[src/rtl/pwr_strobe_pkg.sv]
// Package: shared bus widths, register addresses and bit positions for the
// power-control and strobe-gating block. Assumes an 8-bit register bus.
package pwr_strobe_pkg;
    localparam int ADDR_W     = 8;
    localparam int DATA_W     = 8;
    localparam logic [ADDR_W-1:0] PWR_ADDR  = 8'h87;
    localparam logic [ADDR_W-1:0] AUX_ADDR  = 8'h8E;
    localparam logic [ADDR_W-1:0] SCTL_ADDR = 8'h98;
    // Bit positions inside the power configuration register
    localparam int BIT_IDLE  = 0;
    localparam int BIT_PD    = 1;
    localparam int BIT_GPF   = 2;
    localparam int BIT_PULL  = 3;
    localparam int BIT_SEL   = 6;
    localparam int BIT_BAUD  = 7;
    // Implemented (writable) bits; 5 and 4 are reserved
    localparam logic [DATA_W-1:0] PWR_WMASK = 8'hCF;
    // Serial-control bits steered by the select bit
    localparam int SCTL_LO   = 6;
    localparam int N_STEER   = 2;
    // Number of bus-cycle kinds that keep the strobe alive
    localparam int N_EXT_CYC = 3;
endpackage

[src/rtl/pwr_cfg_reg.sv]
// Power configuration register. It stores the implemented bits, drops writes
// to the reserved bits, and clears the two mode-request bits while an
// interrupt is pending, with priority over a same-cycle write. Power-down
// outranks idle on the request outputs.
// Assumes: the write strobe is already qualified by the address.
module pwr_cfg_reg
    import pwr_strobe_pkg::*;
#(
    parameter int W = DATA_W,
    parameter logic [W-1:0] WMASK = PWR_WMASK
) (
    input  logic         clk,
    input  logic         rst_n,
    input  logic         wr_hit,
    input  logic [W-1:0] wdata,
    input  logic         irq_pending,
    output logic [W-1:0] cfg,
    output logic         idle_req,
    output logic         pd_req
);
    logic [W-1:0] cfg_q;
    logic [W-1:0] cfg_d;

    // Next value: masked write, then the hardware clear of the request bits
    always_comb begin
        cfg_d = cfg_q;
        if (wr_hit) begin
            cfg_d = wdata & WMASK;
        end
        if (irq_pending) begin
            cfg_d[BIT_IDLE] = 1'b0;
            cfg_d[BIT_PD]   = 1'b0;
        end
    end

    // State register with synchronous reset
    always_ff @(posedge clk) begin
        if (!rst_n) begin
            cfg_q <= '0;
        end else begin
            cfg_q <= cfg_d;
        end
    end

    // Request outputs; power-down suppresses idle
    always_comb begin
        cfg      = cfg_q;
        pd_req   = cfg_q[BIT_PD];
        idle_req = cfg_q[BIT_IDLE] & ~cfg_q[BIT_PD];
    end
endmodule

[src/rtl/sctl_steer.sv]
// Serial-control bit steering. It holds the serial mode bits and the two
// error flags that share the same bit positions of the serial-control
// register. The select input decides which pair a bus access reaches.
// Hardware error pulses set their flag and win over a software write.
// Assumes: the write strobe is already qualified by the address.
module sctl_steer
    import pwr_strobe_pkg::*;
#(
    parameter int N = N_STEER
) (
    input  logic         clk,
    input  logic         rst_n,
    input  logic         wr_hit,
    input  logic [N-1:0] wbits,
    input  logic         flag_sel,
    input  logic [N-1:0] hw_set,
    output logic [N-1:0] mode_q,
    output logic [N-1:0] flag_q,
    output logic [N-1:0] rd_bits
);
    for (genvar i = 0; i < N; i++) begin : g_slot
        // Mode bit: written only while the mode pair is selected
        always_ff @(posedge clk) begin
            if (!rst_n) begin
                mode_q[i] <= 1'b0;
            end else if (wr_hit && !flag_sel) begin
                mode_q[i] <= wbits[i];
            end
        end

        // Error flag: hardware set wins, else a selected software write
        always_ff @(posedge clk) begin
            if (!rst_n) begin
                flag_q[i] <= 1'b0;
            end else if (hw_set[i]) begin
                flag_q[i] <= 1'b1;
            end else if (wr_hit && flag_sel) begin
                flag_q[i] <= wbits[i];
            end
        end

        // Read view of the slot follows the select bit
        always_comb begin
            rd_bits[i] = flag_sel ? flag_q[i] : mode_q[i];
        end
    end
endmodule

[src/rtl/strobe_gate.sv]
// Auxiliary register and address-strobe gate. While the disable bit is
// clear, the raw strobe passes every cycle. While it is set, the strobe
// passes only during the listed external cycle kinds; otherwise the pin
// drive is released and the output rests high.
// Assumes: the write strobe is already qualified by the address.
module strobe_gate
    import pwr_strobe_pkg::*;
#(
    parameter int N_CYC = N_EXT_CYC
) (
    input  logic             clk,
    input  logic             rst_n,
    input  logic             wr_hit,
    input  logic             wbit,
    input  logic             strobe_raw,
    input  logic [N_CYC-1:0] ext_cyc,
    output logic             dis_q,
    output logic             strobe_out,
    output logic             drive_en
);
    // Disable bit storage
    always_ff @(posedge clk) begin
        if (!rst_n) begin
            dis_q <= 1'b0;
        end else if (wr_hit) begin
            dis_q <= wbit;
        end
    end

    // Gate: drive when enabled or during an external cycle
    always_comb begin
        drive_en   = !dis_q || (|ext_cyc);
        strobe_out = drive_en ? strobe_raw : 1'b1;
    end
endmodule

[src/rtl/pwr_strobe_ctl.sv]
// Top: power configuration, serial-control steering and strobe gating on
// one register bus. Read data is combinational from the address; unowned
// addresses and unimplemented bits read zero.
// Assumes: one write per cycle; the read mux is merged with other
// peripherals outside this block.
module pwr_strobe_ctl
    import pwr_strobe_pkg::*;
(
    input  logic              clk,
    input  logic              rst_n,
    input  logic [ADDR_W-1:0] sfr_addr,
    input  logic              sfr_wr,
    input  logic [DATA_W-1:0] sfr_wdata,
    output logic [DATA_W-1:0] sfr_rd_data,
    input  logic              irq_pending,
    input  logic              uart_fe_set,
    input  logic              uart_ovr_set,
    output logic [1:0]        ser_mode,
    output logic              ser_fe,
    output logic              ser_ovr,
    output logic              baud_dbl,
    output logic              pullup_ctl,
    output logic              idle_req,
    output logic              pd_req,
    input  logic              strobe_raw,
    input  logic              cyc_movx,
    input  logic              cyc_movc,
    input  logic              cyc_fetch,
    output logic              strobe_out,
    output logic              strobe_drive_en
);
    localparam int SCTL_HI = SCTL_LO + N_STEER - 1;

    logic              pwr_wr, aux_wr, sctl_wr;
    logic [DATA_W-1:0] cfg;
    logic              flag_sel;
    logic              strobe_dis;
    logic [N_STEER-1:0] mode_q, flag_q, steer_rd;

    // Address decode for writes
    always_comb begin
        pwr_wr  = sfr_wr && (sfr_addr == PWR_ADDR);
        aux_wr  = sfr_wr && (sfr_addr == AUX_ADDR);
        sctl_wr = sfr_wr && (sfr_addr == SCTL_ADDR);
    end

    pwr_cfg_reg #(.W(DATA_W), .WMASK(PWR_WMASK)) u_cfg (
        .clk         (clk),
        .rst_n       (rst_n),
        .wr_hit      (pwr_wr),
        .wdata       (sfr_wdata),
        .irq_pending (irq_pending),
        .cfg         (cfg),
        .idle_req    (idle_req),
        .pd_req      (pd_req)
    );

    assign flag_sel = cfg[BIT_SEL];

    sctl_steer #(.N(N_STEER)) u_steer (
        .clk      (clk),
        .rst_n    (rst_n),
        .wr_hit   (sctl_wr),
        .wbits    (sfr_wdata[SCTL_HI:SCTL_LO]),
        .flag_sel (flag_sel),
        .hw_set   ({uart_fe_set, uart_ovr_set}),
        .mode_q   (mode_q),
        .flag_q   (flag_q),
        .rd_bits  (steer_rd)
    );

    strobe_gate #(.N_CYC(N_EXT_CYC)) u_gate (
        .clk        (clk),
        .rst_n      (rst_n),
        .wr_hit     (aux_wr),
        .wbit       (sfr_wdata[0]),
        .strobe_raw (strobe_raw),
        .ext_cyc    ({cyc_fetch, cyc_movc, cyc_movx}),
        .dis_q      (strobe_dis),
        .strobe_out (strobe_out),
        .drive_en   (strobe_drive_en)
    );

    // Exported controls
    always_comb begin
        ser_mode   = mode_q;
        ser_fe     = flag_q[1];
        ser_ovr    = flag_q[0];
        baud_dbl   = cfg[BIT_BAUD];
        pullup_ctl = cfg[BIT_PULL];
    end

    // Read multiplexer
    always_comb begin
        sfr_rd_data = '0;
        case (sfr_addr)
            PWR_ADDR:  sfr_rd_data = cfg;
            AUX_ADDR:  sfr_rd_data[0] = strobe_dis;
            SCTL_ADDR: sfr_rd_data[SCTL_HI:SCTL_LO] = steer_rd;
            default:   sfr_rd_data = '0;
        endcase
    end
endmodule

[config.mk]
export PLATFORM = sky130hd
export DESIGN_NAME = pwr_strobe_ctl
export DESIGN_NICKNAME = d
export VERILOG_FILES = /design/src/rtl/pwr_strobe_pkg.sv /design/src/rtl/pwr_cfg_reg.sv /design/src/rtl/sctl_steer.sv /design/src/rtl/strobe_gate.sv /design/src/rtl/pwr_strobe_ctl.sv
export SDC_FILE = /design/constraint.sdc
export NUM_CORES = 1
export LEC_CHECK = 0
export ABC_AREA = 1
export ABC_CLOCK_PERIOD_IN_PS = 1200
export CORE_AREA = 2 2 39 41
export CTS_BUF_LIST = sky130_fd_sc_hd__clkbuf_4
export DETAILED_ROUTE_END_ITERATION = 10
export DIE_AREA = 0 0 41 43
export DONT_BUFFER_PORTS = 1
export GPL_TIMING_DRIVEN = 0
export PLACE_DENSITY_LB_ADDON = 0.15
export SETUP_SLACK_MARGIN = 0.4
export SYNTH_ARGS = -nofsm -noshare
export SYNTH_HDL_FRONTEND = slang
export SYNTH_SLANG_ARGS = --single-unit
export TNS_END_PERCENT = 5
[constraint.sdc]
create_clock -name clk -period 1.2 [get_ports clk]
set_clock_uncertainty 0.1 [all_clocks]
set_input_delay 0.06 -clock clk [delete_from_list [all_inputs] [get_ports clk]]
set_output_delay 0.06 -clock clk [all_outputs]
set_load 0.005 [all_outputs]
==> metrics.cfg <==
[synthesis]
syn_area_um2=681
seq_area_frac_synth=0.324
yosysWarnings=0
yosys.area.top_type=dfxtp_1
yosys.area.top_type_share=0.324
synth_cell_types=20
synth.ff_latch_count=11
syn_inst=106
synth.avg_cell_area_um2=6.42
synth.area.top_cells=dfxtp_1, nand2_1, inv_1

[grt]
grt_max_degree=10
grt_pass1_wl_um=2200
grt_pass1_vias=561
antenna_found_initial=0
overflow=0
track_usage=0.184

[cells_and_area]
final_layout_size_suffix_gt1_frac=0.156
fin_area_um2=855
final_cell_count_no_fill=138
final_nets=149
layout_commonest_cell=nand2_1
synthToLayoutAreaGrowth_pct=25.6
antenna_cells=0
fin_util=0.618
final_cell_mix=nand2_1, inv_1, nor2_1, dlygate4sd3_1, dfxtp_1

[run_status]
run_status=finished with violations
violations=negative hold slack

[sta]
fin_tns_setup_ps=0
rsz0062_at_grt=yes
slew_violations=0
whs_ps=-104
setup_violations=0
fin_crit_sh=0.922
period_minus_slack_ps=1110
fmax_ghz=0.904
finalHoldViolations=1
setup_slack_ps=94.0

[power]
p_leak_nw=0.378
power.density_mw_per_mm2=858
total_power_mw=0.733
ir_drop_mv=0.671

[setup_path]
crit_path_cell_trace=inv_1 -> o21ai_1 -> nand2_1 -> o21ai_2
reg2reg_to=u_steer.mode_q[0]
crit_slowest_cell=dfxtp_2
worstSetupEndpoint=sfr_rd_data[6]
required_ps=1040
worstSetupPathType=reg -> out
slowest_delay_ps=340
rr_worst_depth=4
r2r_slack_ps=180
crit_path_max_fanout=2
worstReg2RegStart=u_cfg.cfg[6]
endpoint_kind=primary output
setup.worst_path.start_class=flop
worstPathArrival_ps=950
crit_start=u_steer.mode_q[0]

[floorplanning]
die_w_um=41
dieArea_mm2=0.00176
core_mm2=0.00138
ios=44
std_cell_rows=14
initial_core_util=0.492
die_y_um=43

[clock_network]
postCtsHoldBufs=10
cts_buffer_depth=2
htreeDepth=1
clk_pin_slew_ps=70
cts.sinks=11
clock_latency_ps=270
cts-buffers-inserted=3
cts_tree=built
cts_root_buf=clkbuf_4

[job]
maxCapViolations=0

[placed_design]
port_buffers=0
dp_cells=123
gp_congestion=0.702
post_dp_cell_area_um2=706
dpl.hpwl_um=1040
place_ws_ps=139

[drt]
viasPerCell=4.96
drt-initial-drc-count=10
first_pass_iters=4
drc=0
wl_um=1420
wire_per_inst_um=10.3
drtAntennaViolNets=0
vias=685

[worst_hold_path]
hp-class=in -> reg

## layer usage
| layer | track usage | share of wire | up-vias |
|---|---|---|---|
| li1 | - | - | 361 |
| met1 | 0.224 | 0.42 | 286 |
| met5 | 0 | 0 | - |
| met4 | 0.107 | 0.039 | 0 |
| met3 | 0.0576 | 0.098 | 7 |
| met2 | 0.272 | 0.44 | 31 |
## cells in the mapped netlist
cell type,n
o211ai_1,1
nor3_1,1
dfxtp_1,11
inv_1,18
nor3b_4,1
nand4_1,3
nor2_1,14
conb_1,1
a21oi_1,5
nor3b_1,1
nand2_2,2
nor3_4,1
nor2_4,1
nand2_1,29
clkinv_4,1
buf_4,2
clkbuf_1,1
o21ai_0,5
nand3_1,7
nand3_4,1
## cell type report
type / count / area, um^2
flip-flops and latches: 11 / 226
clock buffers: 4 / 30.0
repair buffers: 11 / 108
well taps: 16 / 20.0
plain buffers: 3 / 18.8
multi-input cells: 74 / 373
inverters: 19 / 78.8
fillers: 149 / 529
## cell families (layout without fill, tap and decap cells)
family,after synthesis,after routing,synth area share
other cells,1,2,0.00551
buf+inv,22,37,0.140
flops,11,11,0.324
simple gates,61,61,0.447
compound gates,11,11,0.0846
## sequential cells by signal, summed over array words and instances (netlist names)
name,flops
u_gate.dis_q,1
u_steer.mode_q,2
u_cfg.cfg,6
u_steer.flag_q,2
## report_power, final
part	switching [mW]	internal (mW)	total, mW
registers	0.00468	0.368	0.373
logic	0.0380	0.0433	0.0813
clock network	0.127	0.152	0.279
total	0.170	0.563	0.733
## worst min path at each step
stage | start | endpoint | slack, ps | cells after the start
floorplan | rst_n | u_steer.flag_q[0] | 60 | 2
CTS | sfr_addr[0] | u_gate.dis_q | -110 | 3
global route | sfr_addr[0] | u_gate.dis_q | -90 | 3
detailed placement | rst_n | u_steer.flag_q[0] | 60 | 2
global placement | rst_n | u_steer.flag_q[0] | 60 | 2
finish | sfr_addr[0] | u_gate.dis_q | -100 | 3
## worst max-delay path: cells and delay by family, from the launching register on
kind,cells,cell delay (ps)
flip-flops,1,340
AO/OA/AOI/OAI,2,190
AND/OR/NAND/NOR,1,90
buffers and inverters,1,50
## timing repair
action                                 4_1_cts  5_1_grt
endpoints found under the hold margin       11        1
resized for setup                            7        1
cloned                                       0        0
pin swaps                                    2        0
setup endpoints to repair                   18       25
setup buffers                                1        0
No activity file was read; power rests on OpenSTA's default activity.
